<file path="config.mk">
export PLATFORM = sky130hd
export DESIGN_NAME = uart_int_ident
export DESIGN_NICKNAME = d
export VERILOG_FILES = /design/src/rtl/uart_int_pkg.sv /design/src/rtl/uart_int_ctrl.sv /design/src/rtl/uart_int_dp.sv /design/src/rtl/uart_int_ident.sv
export SDC_FILE = /design/constraint.sdc
export NUM_CORES = 1
export LEC_CHECK = 0
export BUFFER_PORTS_ARGS = -buffer_cell sky130_fd_sc_hd__buf_2
export CORE_MARGIN = 4
export CORE_UTILIZATION = 48
export DETAILED_ROUTE_END_ITERATION = 8
export PLACE_DENSITY_LB_ADDON = 0.05
export RECOVER_POWER = 100
export SYNTH_ARGS = -nofsm -noshare
export SYNTH_HDL_FRONTEND = slang
export SYNTH_SLANG_ARGS = --single-unit
export TNS_END_PERCENT = 10
</file>
<file path="constraint.sdc">
create_clock -name clk -period 2.75 [get_ports clk]
set_input_delay 0.55 -clock clk [delete_from_list [all_inputs] [get_ports clk]]
set_output_delay 0.55 -clock clk [all_outputs]
set_load 0.05 [all_outputs]
</file>
<file path="src/rtl/uart_int_pkg.sv">
package uart_int_pkg;

  localparam logic [3:0] CODE_NONE  = 4'b0001;
  localparam logic [3:0] CODE_LINE  = 4'b0110;
  localparam logic [3:0] CODE_RX    = 4'b0100;
  localparam logic [3:0] CODE_TOUT  = 4'b1100;
  localparam logic [3:0] CODE_TX    = 4'b0010;
  localparam logic [3:0] CODE_MODEM = 4'b0000;

  typedef struct packed {
    logic clrLine;
    logic clrModem;
    logic clrTout;
    logic clrTx;
    logic tmrRestart;
    logic capture;
    logic useHeld;
  } int_strobe_t;

endpackage

</file>
<file path="src/rtl/uart_int_ctrl.sv">
module uart_int_ctrl
  import uart_int_pkg::*;
(
  input  logic        clk,
  input  logic        rstN,
  input  logic        rdData,
  input  logic        wrData,
  input  logic        rdLine,
  input  logic        rdModem,
  input  logic        rdIdent,
  input  logic        rxPush,
  input  logic [3:0]  liveCode,
  output int_strobe_t stb
);

  logic rdIdentQ;

  always_ff @(posedge clk) begin
    if (!rstN) rdIdentQ <= 1'b0;
    else       rdIdentQ <= rdIdent;
  end

  always_comb begin
    stb            = '0;
    stb.clrLine    = rdLine;
    stb.clrModem   = rdModem;
    stb.clrTout    = rdData;
    stb.tmrRestart = rdData | rxPush;
    stb.capture    = rdIdent & ~rdIdentQ;
    stb.useHeld    = rdIdent & rdIdentQ;
    stb.clrTx      = wrData | (rdIdent & ~rdIdentQ & (liveCode == CODE_TX));
  end

endmodule

</file>
<file path="src/rtl/uart_int_dp.sv">
module uart_int_dp
  import uart_int_pkg::*;
#(
  parameter int TO_CHARS = 4
) (
  input  logic        clk,
  input  logic        rstN,
  input  int_strobe_t stb,
  input  logic        fifoMode,
  input  logic [3:0]  ien,
  input  logic [3:0]  lineErr,
  input  logic        rxReady,
  input  logic        rxTrig,
  input  logic        charTick,
  input  logic        txEmpty,
  input  logic [3:0]  modemChg,
  output logic [3:0]  liveCode,
  output logic [7:0]  identOut,
  output logic        irq
);

  localparam int CNT_W = $clog2(TO_CHARS + 1);
  localparam logic [CNT_W-1:0] CNT_LAST = CNT_W'(TO_CHARS - 1);
  localparam logic [CNT_W-1:0] CNT_SAT  = CNT_W'(TO_CHARS);

  logic             linePend, modemPend, txPend, txPrev, toutPend;
  logic [CNT_W-1:0] charCnt;
  logic [7:0]       liveIdent, heldIdent;
  logic             toArm, tickDone;
  logic             enLine, enRx, enTout, enTx, enModem;

  assign toArm    = fifoMode & rxReady;
  assign tickDone = charTick & (charCnt == CNT_LAST) & ~stb.tmrRestart;

  always_ff @(posedge clk) begin
    if (!rstN) begin
      linePend  <= 1'b0;
      modemPend <= 1'b0;
      txPend    <= 1'b0;
      txPrev    <= 1'b0;
      toutPend  <= 1'b0;
      charCnt   <= '0;
      heldIdent <= 8'h01;
    end else begin
      if (|lineErr)         linePend <= 1'b1;
      else if (stb.clrLine) linePend <= 1'b0;

      if (|modemChg)         modemPend <= 1'b1;
      else if (stb.clrModem) modemPend <= 1'b0;

      txPrev <= txEmpty;
      if (txEmpty && !txPrev) txPend <= 1'b1;
      else if (stb.clrTx)     txPend <= 1'b0;

      if (!toArm || stb.tmrRestart)         charCnt <= '0;
      else if (charTick && charCnt != CNT_SAT) charCnt <= charCnt + 1'b1;

      if (!toArm || stb.clrTout) toutPend <= 1'b0;
      else if (tickDone)         toutPend <= 1'b1;

      if (stb.capture) heldIdent <= liveIdent;
    end
  end

  assign enLine  = linePend  & ien[2];
  assign enRx    = (fifoMode ? rxTrig : rxReady) & ien[0];
  assign enTout  = toutPend  & ien[0];
  assign enTx    = txPend    & ien[1];
  assign enModem = modemPend & ien[3];

  always_comb begin
    if (enLine)       liveCode = CODE_LINE;
    else if (enRx)    liveCode = CODE_RX;
    else if (enTout)  liveCode = CODE_TOUT;
    else if (enTx)    liveCode = CODE_TX;
    else if (enModem) liveCode = CODE_MODEM;
    else              liveCode = CODE_NONE;
  end

  assign liveIdent = {fifoMode, fifoMode, 2'b00, liveCode};
  assign identOut  = stb.useHeld ? heldIdent : liveIdent;
  assign irq       = enLine | enRx | enTout | enTx | enModem;

endmodule

</file>
<file path="src/rtl/uart_int_ident.sv">
module uart_int_ident
  import uart_int_pkg::*;
#(
  parameter int TO_CHARS = 4
) (
  input  logic       clk,
  input  logic       rstN,
  input  logic       fifoMode,
  input  logic [3:0] ien,
  input  logic [3:0] lineErr,
  input  logic       rxReady,
  input  logic       rxTrig,
  input  logic       rxPush,
  input  logic       charTick,
  input  logic       txEmpty,
  input  logic [3:0] modemChg,
  input  logic       rdData,
  input  logic       wrData,
  input  logic       rdLine,
  input  logic       rdModem,
  input  logic       rdIdent,
  output logic [7:0] identOut,
  output logic       irq
);

  int_strobe_t stb;
  logic [3:0]  liveCode;

  uart_int_ctrl u_ctrl (
    .clk(clk), .rstN(rstN), .rdData(rdData), .wrData(wrData),
    .rdLine(rdLine), .rdModem(rdModem), .rdIdent(rdIdent),
    .rxPush(rxPush), .liveCode(liveCode), .stb(stb)
  );

  uart_int_dp #(.TO_CHARS(TO_CHARS)) u_dp (
    .clk(clk), .rstN(rstN), .stb(stb), .fifoMode(fifoMode), .ien(ien),
    .lineErr(lineErr), .rxReady(rxReady), .rxTrig(rxTrig),
    .charTick(charTick), .txEmpty(txEmpty), .modemChg(modemChg),
    .liveCode(liveCode), .identOut(identOut), .irq(irq)
  );

endmodule

</file>
Word level (Yosys, flattened, before mapping)
Index checks and enable logic that the tools add are counted.

word-level totals
  bits in read-only memories = 0
  flip-flop bits (word level) = 14
  bits in latches = 0
  memory bits (writable) = 0
  output and inout port bits = 9
  bits of input ports = 25
  memories kept = 0

cells by class
  divide/modulo/power cells = 0
  add/subtract/negate cells = 1
  order comparisons = 0
  $mul = 0
  bitwise logic cells = 20
  eq/ne operators = 3
  mux-type cells = 13
  reduce and logical (&&, ||, !) cells = 13
  shift operators = 0

operator list
  cell                 number
  $mux 4               4
  $and 1x1->1          11
  $mux 1               8
  $mux 8               1
  $reduce_or 4->1      2
  $or 1x1->1           6
  $reduce_bool 2->1    3
  $eq 4x2->1 const B   1
  $reduce_or 2->1      2
  $add 3x1->3 const B  1
  $eq 3x2->1 const B   1
  $ne 3x3->1 const B   1
  $not 1->1            3
  $logic_and 1x1->1    2
  $logic_not 1->1      2
  $logic_or 1x1->1     2

Longest topological paths before layout
Gate-level depths: netlist of run 1.

  word-level depth = 11
  depth in mapped cells = 5
  mapped depth without buffers = 5

Cells and area by module
A second synthesis of run 1 with hierarchy kept.

second synthesis, totals
  cells, all modules = 94
  area, all modules = 820.8 sq um

by module, submodules not included
  module         area each (sq um)  sequential area each (sq um)  cells an instance  times used
  uart_int_dp    730.7              260.2                         84                 1
  uart_int_ctrl  90.1               20.0                          10                 1

Worst setup path after synthesis of run 1
No wires, ideal clock.

  path kind = in2out
  start = in fifoMode
  end = out identOut[0]
  slack = -468 ps
  stages = 3
  path buffers = 0
  required time = 2200 ps
  data arrival time = 2668 ps
  cells stage by stage = mux2i_1 o2111ai_1 o21ai_0

on the way
  cells in the longest elaborated chain, start to end = 5

RTL lines
  what         line                  RTL
  from (decl)  uart_int_ident.sv:8   input logic fifoMode,
  $mux 1       uart_int_dp.sv:66     assign enRx = (fifoMode ? rxTrig : rxReady) & ien[0];
  $and 1x1->1  uart_int_dp.sv:66
  $mux 4       uart_int_dp.sv:73     else if (enRx) liveCode = CODE_RX;
  $mux 4       uart_int_dp.sv:72     if (enLine) liveCode = CODE_LINE;
  $mux 8       uart_int_dp.sv:81     assign identOut = stb.useHeld ? heldIdent : liveIdent;
  to (decl)    uart_int_ident.sv:22  output logic [7:0] identOut,

No other way between the ends.

Final worst setup path of run 1
  start = in fifoMode
  end = out identOut[1]

Same word-level chain as after synthesis.

==> flow_metrics.py, run 1 <==
metrics = {
    "floorplanning": {
        "start_util_pct": 50.42,
        "die_y_um": 47.78,
        "die_w_um": 47.78,
        "std_cell_rows": 14,
        "io_pins": 34,
        "core_area_um2": 1506,
        "dieArea_um2": 2282,
    },
    "grt": {
        "first_global_vias": 644,
        "track_usage_pct": 16.31,
        "overflow": 0,
        "antenna_found_initial": 0,
        "grt_max_degree": 12,
        "grt_pass1_wl_um": 2587,
    },
    "synthesis": {
        "yosys_most_used_dff": "dfxtp_1",
        "ys_types": 32,
        "async_flop_share_pct": 0,
        "syn_inst": 90,
        "syn_area_um2": 759.5,
        "ys_ff_latch": 14,
        "yosys.area.top_type": "dfxtp_1",
        "ys_top_cells_by_area": "dfxtp_1 (37%), ha_1 (4.9%), nand2_1 (4.9%)",
        "ys.warnings.count": 0,
        "synth_commonest_cells": "dfxtp_1 (14), nand2_1 (10), inv_1 (6), nor2_1 (6)",
        "synth_area_per_cell_um2": 8.439,
        "ys_seq_area_share_pct": 36.90,
        "synth_edf_count": 0,
        "synth_top_area_share_pct": 36.90,
        "yosys.cell_count.top_type": "dfxtp_1",
    },
    "clock_network": {
        "cts.repair.resized": 0,
        "clockBufferDepth": 2,
        "clk_pin_slew_ns": 0.08,
        "clock_latency_ns": 0.28,
        "postCtsSetupBuffers": 0,
        "clockRootBuffer": "clkbuf_4",
        "cts-htree-levels": 1,
        "cts.hold.buffers_added": 0,
        "cts_tree": "done",
        "cts_inserted_buffers": 3,
        "cts_sinks": 14,
    },
    "critical_path": {
        "crit_buf_inv": 2,
        "critPathLaunchType": "input port",
        "required_ns": 2.20,
        "cp_top_family": "compound AO/OA/AOI/OAI gates",
        "cp-end-kind": "primary output",
        "crit_path_cell_trace": "clkbuf_1 -> mux2_4 -> o311a_2 -> a21oi_1 -> clkbuf_2",
        "max_stage_delay_ns": 0.39,
        "crit_arrival_ns": 1.94,
        "cp_slowest_cell": "o311a_2",
        "cp_max_fo": 5,
        "crit_type": "input port to primary output",
    },
    "detailed_routing": {
        "wirelength_um": 1660,
        "num_vias": 729,
        "ant_nets": 0,
        "via_per_inst": 5.283,
        "drc": 0,
        "wl_per_cell_um": 12.03,
        "first_pass_iters": 4,
        "dr.first_iter.drc_count": 7,
    },
    "power": {
        "p_leak_nw": 0.4105,
        "ir_worst_vdd_v": 0.0002689,
        "finalPower_mw": 0.4758,
        "power_density_nw_per_um2": 503.7,
    },
    "min_path": {
        "hp-class": "flop to flop",
    },
    "timing": {
        "rsz0062_at_grt": "no",
        "finalMaxSlewViolations": 0,
        "finalHoldViolCount": 0,
        "tightestPinTransition_ns": 0.5957,
        "fin_skew_ns": 0.009383,
        "max-slew-margin-rel_pct": 60.46,
        "max_freq_ghz": 0.4013,
        "setup_violations": 0,
        "finalCritPeriodShare_pct": 90.61,
        "fin_crit_ns": 2.492,
    },
    "final_layout": {
        "antenna_cells": 0,
        "final_core_util_pct": 62.71,
        "drive_gt1_share_pct": 25.41,
        "area.growth.synth_to_final_pct": 24.38,
        "nets": 151,
    },
    "outcome": {
        "status": "finished clean",
    },
    "flow_run": {
        "cap_violations": 0,
    },
    "placed_design": {
        "dp_hpwl_um": 1336,
        "gp_congestion": 0.7630,
        "port_buffers": 31,
    },
}
==> report_power, final <==
group          switching [mW]  internal [mW]  total [mW]
combinational          0.0722         0.0350       0.107
sequential            0.00530          0.212       0.217
clock                  0.0709         0.0805       0.151
==> logic make-up (layout without fill, tap and decap cells) <==
| family | after synthesis | count (layout) | share of synthesized area, % |
|---|---|---|---|
| DFF | 14 | 14 | 36.90 |
| other | 1 | 2 | 0.4938 |
| AOI/OAI and AO/OA | 25 | 25 | 22.08 |
| xor gates and xnor gates | 1 | 1 | 1.153 |
| muxes | 4 | 4 | 6.095 |
| adders and majority gates | 3 | 3 | 4.943 |
| buffers and inverters | 10 | 41 | 6.424 |
| and+or+nand+nor | 32 | 32 | 21.91 |
==> area by class of cell <==
cell class	instances	area, um2
clock buffer	4	36.28
fill	159	561.8
inverter	6	22.52
multi-input combinational	67	441.7
sequential	14	280.3
tap	16	20.02
timing repair buffer	31	143.9
==> registers in the layout, indices dropped and copies added (netlist names) <==
signal           count
u_dp.txPrev          1
u_dp.heldIdent       5
u_dp.charCnt         3
u_ctrl.rdIdentQ      1
u_dp.toutPend        1
u_dp.linePend        1
u_dp.modemPend       1
u_dp.txPend          1
==> cells in the final DEF (no fill, tap or decap), drive strengths merged, types with 3 or more instances in the layout <==
cell type  netlist  layout
buf              3      21
dfxtp           14      14
nand2           10      10
nand2b           4       4
o21ai            5       5
clkbuf           1      14
and2             4       4
a21oi            5       5
inv              6       6
ha               3       3
a31oi            3       3
nor2             6       6
a21boi           5       5
==> path summary, 6_finish.rpt <==
path	start	endpoint	slack, ns	cells past startpoint
worst max register to register	u_dp.charCnt[0]	u_dp.charCnt[1]	1.39	5
worst max-delay path	fifoMode	identOut[1]	0.26	5
worst min register to register	u_dp.heldIdent[6]	u_dp.heldIdent[6]	0.47	2
worst min-delay path	u_dp.heldIdent[6]	u_dp.heldIdent[6]	0.47	2
==> worst reg2reg max path: stages, from the launching register on <==
cell and delay [ns]:
dfxtp_1 0.38, inv_1 0.06, ha_1 0.20, a21boi_0 0.35, mux2i_1 0.23, nor2_1 0.05
==> layer usage <==
metal	part of all wire, %	global-route usage, %	vias up	routed length, um
met3	7.2	4.511	0	120
met4	0	6.452	0	0
li1	-	-	378	-
met2	49	25.33	25	814
met1	44	21.25	326	725
met5	0	0	-	0
==> through the flow <==
step / std cells / cell area [um2] / worst slack (ns) / TNS, ns / hold WS, ns
after floorplan: 91 / 770.7 / -0.09187 / -0.09187 / 0.4353
after global placement: 134 / 919.6 / 0.3904 / 0 / 0.4395
after detailed placement: 134 / 919.6 / 0.3869 / 0 / 0.4557
after CTS: 138 / 955.9 / 0.3806 / 0 / 0.4682
after global routing: 138 / 944.7 / 0.1658 / 0 / 0.4984
final: 138 / 944.7 / 0.2583 / 0 / 0.4720
No activity file was read; power rests on OpenSTA's default activity.
==> inputs of run 2 (changes only) <==
Settings changed: CORE_ASPECT_RATIO set to 1.2, CORE_MARGIN 4 to 2, CORE_UTILIZATION 48 to 35.
==> flow_metrics.py, run 2 (synthesis results as in run 1) <==
metrics = {
    "grt": {
        "grt_max_degree": 12,
        "first_global_vias": 678,
        "antenna_found_initial": 0,
        "grt_pass1_wl_um": 2622,
        "overflow": 0,
        "track_usage_pct": 14.54,
    },
    "critical_path": {
        "crit_arrival_ns": 1.94,
        "crit_top_cell": "clkbuf_1",
        "reg2reg_slack_ns": 1.41,
        "timing.rr.end": "u_dp.charCnt[1]",
        "crit_type": "input port to primary output",
        "path_depth": 4,
        "rr_worst_depth": 5,
        "cp-end-kind": "primary output",
        "max_stage_delay_ns": 0.50,
        "cp_slowest_cell": "clkbuf_1",
        "crit_buf_inv": 2,
        "cp_max_fo": 5,
        "crit_path_cell_trace": "clkbuf_1 -> mux2_4 -> o41ai_2 -> clkbuf_1",
        "critPathLaunchType": "input port",
        "required_ns": 2.20,
        "cp_top_family": "buffers and inverters",
        "r2r_start": "u_dp.charCnt[0]",
    },
    "clock_network": {
        "postCtsSetupBuffers": 0,
        "cts_sinks": 14,
        "cts_tree": "done",
        "clockBufferDepth": 2,
        "cts.hold.buffers_added": 0,
        "clk_pin_slew_ns": 0.09,
        "clockRootBuffer": "clkbuf_4",
        "cts.repair.resized": 0,
        "cts-htree-levels": 1,
        "clock_latency_ns": 0.28,
        "cts_inserted_buffers": 3,
    },
    "placed_design": {
        "dp_hpwl_um": 1290,
        "dp_slack_ns": 0.3732,
        "numPlacedInstances": 148,
        "port_buffers": 31,
        "gp_congestion": 0.7152,
    },
    "power": {
        "power_density_nw_per_um2": 492.8,
        "ir_worst_vdd_v": 0.0002252,
        "p_leak_nw": 0.4106,
        "finalPower_mw": 0.4741,
    },
    "floorplanning": {
        "dieArea_um2": 2560,
        "core_area_um2": 2049,
        "start_util_pct": 37.06,
        "die_y_um": 55.03,
        "io_pins": 34,
        "std_cell_rows": 18,
        "die_w_um": 46.53,
    },
    "timing": {
        "finalMaxSlewViolations": 0,
        "finalHoldViolCount": 0,
        "rsz0062_at_grt": "no",
        "max_freq_ghz": 0.4020,
        "fin_skew_ns": 0.004791,
        "fin_crit_ns": 2.487,
        "finalCritPeriodShare_pct": 90.45,
        "setup_ws_ns": 0.2627,
        "tightestPinTransition_ns": 0.5959,
        "max-slew-margin-rel_pct": 60.44,
        "setup_violations": 0,
    },
    "final_layout": {
        "antenna_cells": 0,
        "area.growth.synth_to_final_pct": 26.69,
        "final_cells": 152,
        "largest-register": "u_dp.heldIdent",
        "nets": 151,
        "final_cell_mix": "buf_2 (22), dfxtp_1 (14), nand2_1 (10)",
        "fillerInstances": 223,
        "largest_reg_flops": 5,
        "drive_gt1_share_pct": 25.41,
        "mostFrequentLayoutCell": "buf_2",
        "reg_top3": "u_dp.heldIdent: 5 flops, u_dp.charCnt: 3 flops",
    },
    "detailed_routing": {
        "first_pass_iters": 4,
        "wirelength_um": 1599,
        "num_vias": 718,
        "ant_nets": 0,
        "dr.first_iter.drc_count": 4,
        "via_per_inst": 4.724,
        "drc": 0,
        "wl_per_cell_um": 10.52,
    },
    "min_path": {
        "hold_depth": 2,
        "hp-start": "u_dp.txPrev",
        "hp-class": "flop to flop",
        "whs_endpoint": "u_dp.txPend",
    },
    "flow_run": {
        "cap_violations": 0,
    },
    "outcome": {
        "status": "finished clean",
    },
}
## run 2: cell types whose count changed in the layout (fill, tap and decap cells not counted), sizes merged
cell and change:
buf +1, clkbuf -1
## run 2: per-layer routing
metal	track usage [%]	share of wire (%)	up-vias
met4	8.571	1.9	0
met2	26.16	50	15
met1	15.13	44	323
met5	0	0	-
met3	3.247	4.1	4
li1	-	-	376
## run 2: where the power goes
part / switching, mW / internal, mW
Clock: 0.0695 / 0.0806
Combinational: 0.0717 / 0.0351
Sequential: 0.00537 / 0.212
## run 2: worst reg2reg max path: stages (launching register included)
cell and delay (ns):
dfxtp_1 0.37, inv_1 0.05, ha_1 0.20, a21boi_0 0.35, mux2i_1 0.23, nor2_1 0.05
## run 2: through the flow
step	hold slack, ns	instance area, um2	TNS (ns)	utilization [%]
floorplan	0.4353	770.7	-0.09187	-
global placement	0.4427	937.1	0	45.73
detailed placement	0.4490	937.1	0	45.73
CTS	0.4615	973.4	0	47.50
global route	0.5077	962.2	0	46.95
finish	0.4598	962.2	0	46.95
## run 2: how the worst max path moves through the flow
stage	end	startpoint
final	identOut[3]	fifoMode
after global routing	identOut[1]	fifoMode
after detailed placement	identOut[1]	fifoMode
after global placement	identOut[1]	fifoMode
after CTS	identOut[1]	fifoMode
after floorplan	identOut[0]	fifoMode
## run 2: layout make-up
| type | instances | area [um2] | area share [%] |
|---|---|---|---|
| inverter | 6 | 22.52 | 2.341 |
| clock buffer | 4 | 36.28 | 3.771 |
| multi-input combinational | 67 | 441.7 | 45.90 |
| tap | 30 | 37.54 | 3.901 |
| timing repair buffer | 31 | 143.9 | 14.95 |
| sequential | 14 | 280.3 | 29.13 |
==> inputs of run 3 (changes only) <==
Settings changed: CORE_ASPECT_RATIO 1.2 to not set.
==> flow_metrics.py, run 3 (synthesis results as in run 1) <==
metrics = {
    "detailed_routing": {
        "wirelength_um": 1536,
        "ant_nets": 0,
        "dr.first_iter.drc_count": 10,
        "drc": 0,
        "wl_per_cell_um": 10.31,
        "via_per_inst": 4.785,
        "first_pass_iters": 4,
        "num_vias": 713,
    },
    "critical_path": {
        "cp_max_fo": 5,
        "required_ns": 2.20,
        "crit_arrival_ns": 1.91,
        "crit_type": "input port to primary output",
        "cp-end-kind": "primary output",
        "critPathLaunchType": "input port",
    },
    "power": {
        "finalPower_mw": 0.4673,
        "ir_worst_vdd_v": 0.0003750,
        "power_density_nw_per_um2": 488.9,
        "p_leak_nw": 0.4091,
    },
    "floorplanning": {
        "die_w_um": 50.58,
        "dieArea_um2": 2558,
        "start_util_pct": 37.94,
        "die_y_um": 50.58,
        "core_area_um2": 2002,
        "io_pins": 34,
        "std_cell_rows": 16,
    },
    "outcome": {
        "status": "finished clean",
    },
    "flow_run": {
        "cap_violations": 0,
    },
    "final_layout": {
        "antenna_cells": 0,
        "final_cell_mix": "buf_2 (22), dfxtp_1 (14), nand2_1 (10)",
        "nets": 151,
        "largest_reg_flops": 5,
        "final_cells": 149,
        "drive_gt1_share_pct": 25.41,
        "area.growth.synth_to_final_pct": 25.87,
        "mostFrequentLayoutCell": "buf_2",
        "fillerInstances": 225,
        "reg_top3": "u_dp.heldIdent: 5 flops, u_dp.charCnt: 3 flops",
        "largest-register": "u_dp.heldIdent",
    },
    "timing": {
        "tns_ns": 0,
        "rsz0062_at_grt": "no",
        "fin_skew_ns": 0.006008,
        "holdWs_ns": 0.4688,
        "tightestPinTransition_ns": 0.5937,
        "fin_crit_ns": 2.460,
        "finalCritPeriodShare_pct": 89.45,
        "setup_violations": 0,
        "max_freq_ghz": 0.4065,
        "max-slew-margin-rel_pct": 60.59,
        "finalHoldViolCount": 0,
        "setup_ws_ns": 0.2902,
        "finalMaxSlewViolations": 0,
    },
    "clock_network": {
        "clock_latency_ns": 0.28,
        "clockRootBuffer": "clkbuf_4",
        "cts_sinks": 14,
        "cts.hold.buffers_added": 0,
        "clockBufferDepth": 2,
        "cts.repair.resized": 0,
        "cts_tree": "done",
        "postCtsSetupBuffers": 0,
        "cts_inserted_buffers": 3,
        "cts-htree-levels": 1,
        "clk_pin_slew_ns": 0.08,
    },
    "placed_design": {
        "gp_congestion": 0.7816,
        "dp_slack_ns": 0.3805,
        "port_buffers": 31,
        "numPlacedInstances": 145,
        "dp_hpwl_um": 1273,
    },
    "grt": {
        "track_usage_pct": 13.71,
        "overflow": 0,
        "grt_pass1_wl_um": 2635,
        "first_global_vias": 677,
        "antenna_found_initial": 0,
        "grt_max_degree": 12,
    },
    "min_path": {
        "hp-class": "flop to flop",
    },
}
[run 3: worst max-delay path: stages]
cell      delay, ns
buf_2          0.13
mux2_1         0.39
o311a_2        0.41
a21oi_1        0.15
clkbuf_2       0.29
[run 3: power by group]
group,total (mW),switching (mW),internal (mW)
sequential,0.217,0.00538,0.212
combinational,0.106,0.0713,0.0343
clock,0.144,0.0640,0.0805
[run 3: worst paths after layout]
kind              startpoint              end  slack, ns  depth (start not counted)
min              u_dp.txPrev      u_dp.txPend       0.47                          2
min reg2reg      u_dp.txPrev      u_dp.txPend       0.47                          2
max reg2reg  u_dp.charCnt[0]  u_dp.charCnt[1]       1.42                          5
max                 fifoMode      identOut[1]       0.29                          5
[run 3: through the flow]
step	util [%]	cell area (um2)
after floorplan	-	770.7
after global placement	46.63	933.4
after detailed placement	46.63	933.4
after CTS	48.44	969.7
after global routing	47.75	955.9
final	47.75	955.9
[run 3: layout make-up]
cell class              instances  area (um2)  share of cell area [%]
multi-input cells              67       437.9                   45.81
inverters                       6       22.52                   2.356
flip-flops and latches         14       280.3                   29.32
clock buffers                   4       36.28                   3.796
well taps                      27       33.78                   3.534
repair buffers                 31       145.1                   15.18
[run 3: per-layer routing]
metal / wire length, um / track usage [%]
met5: 0 / 0
met4: 14 / 4.054
met3: 105 / 5.060
met2: 749 / 25.44
met1: 667 / 14.21
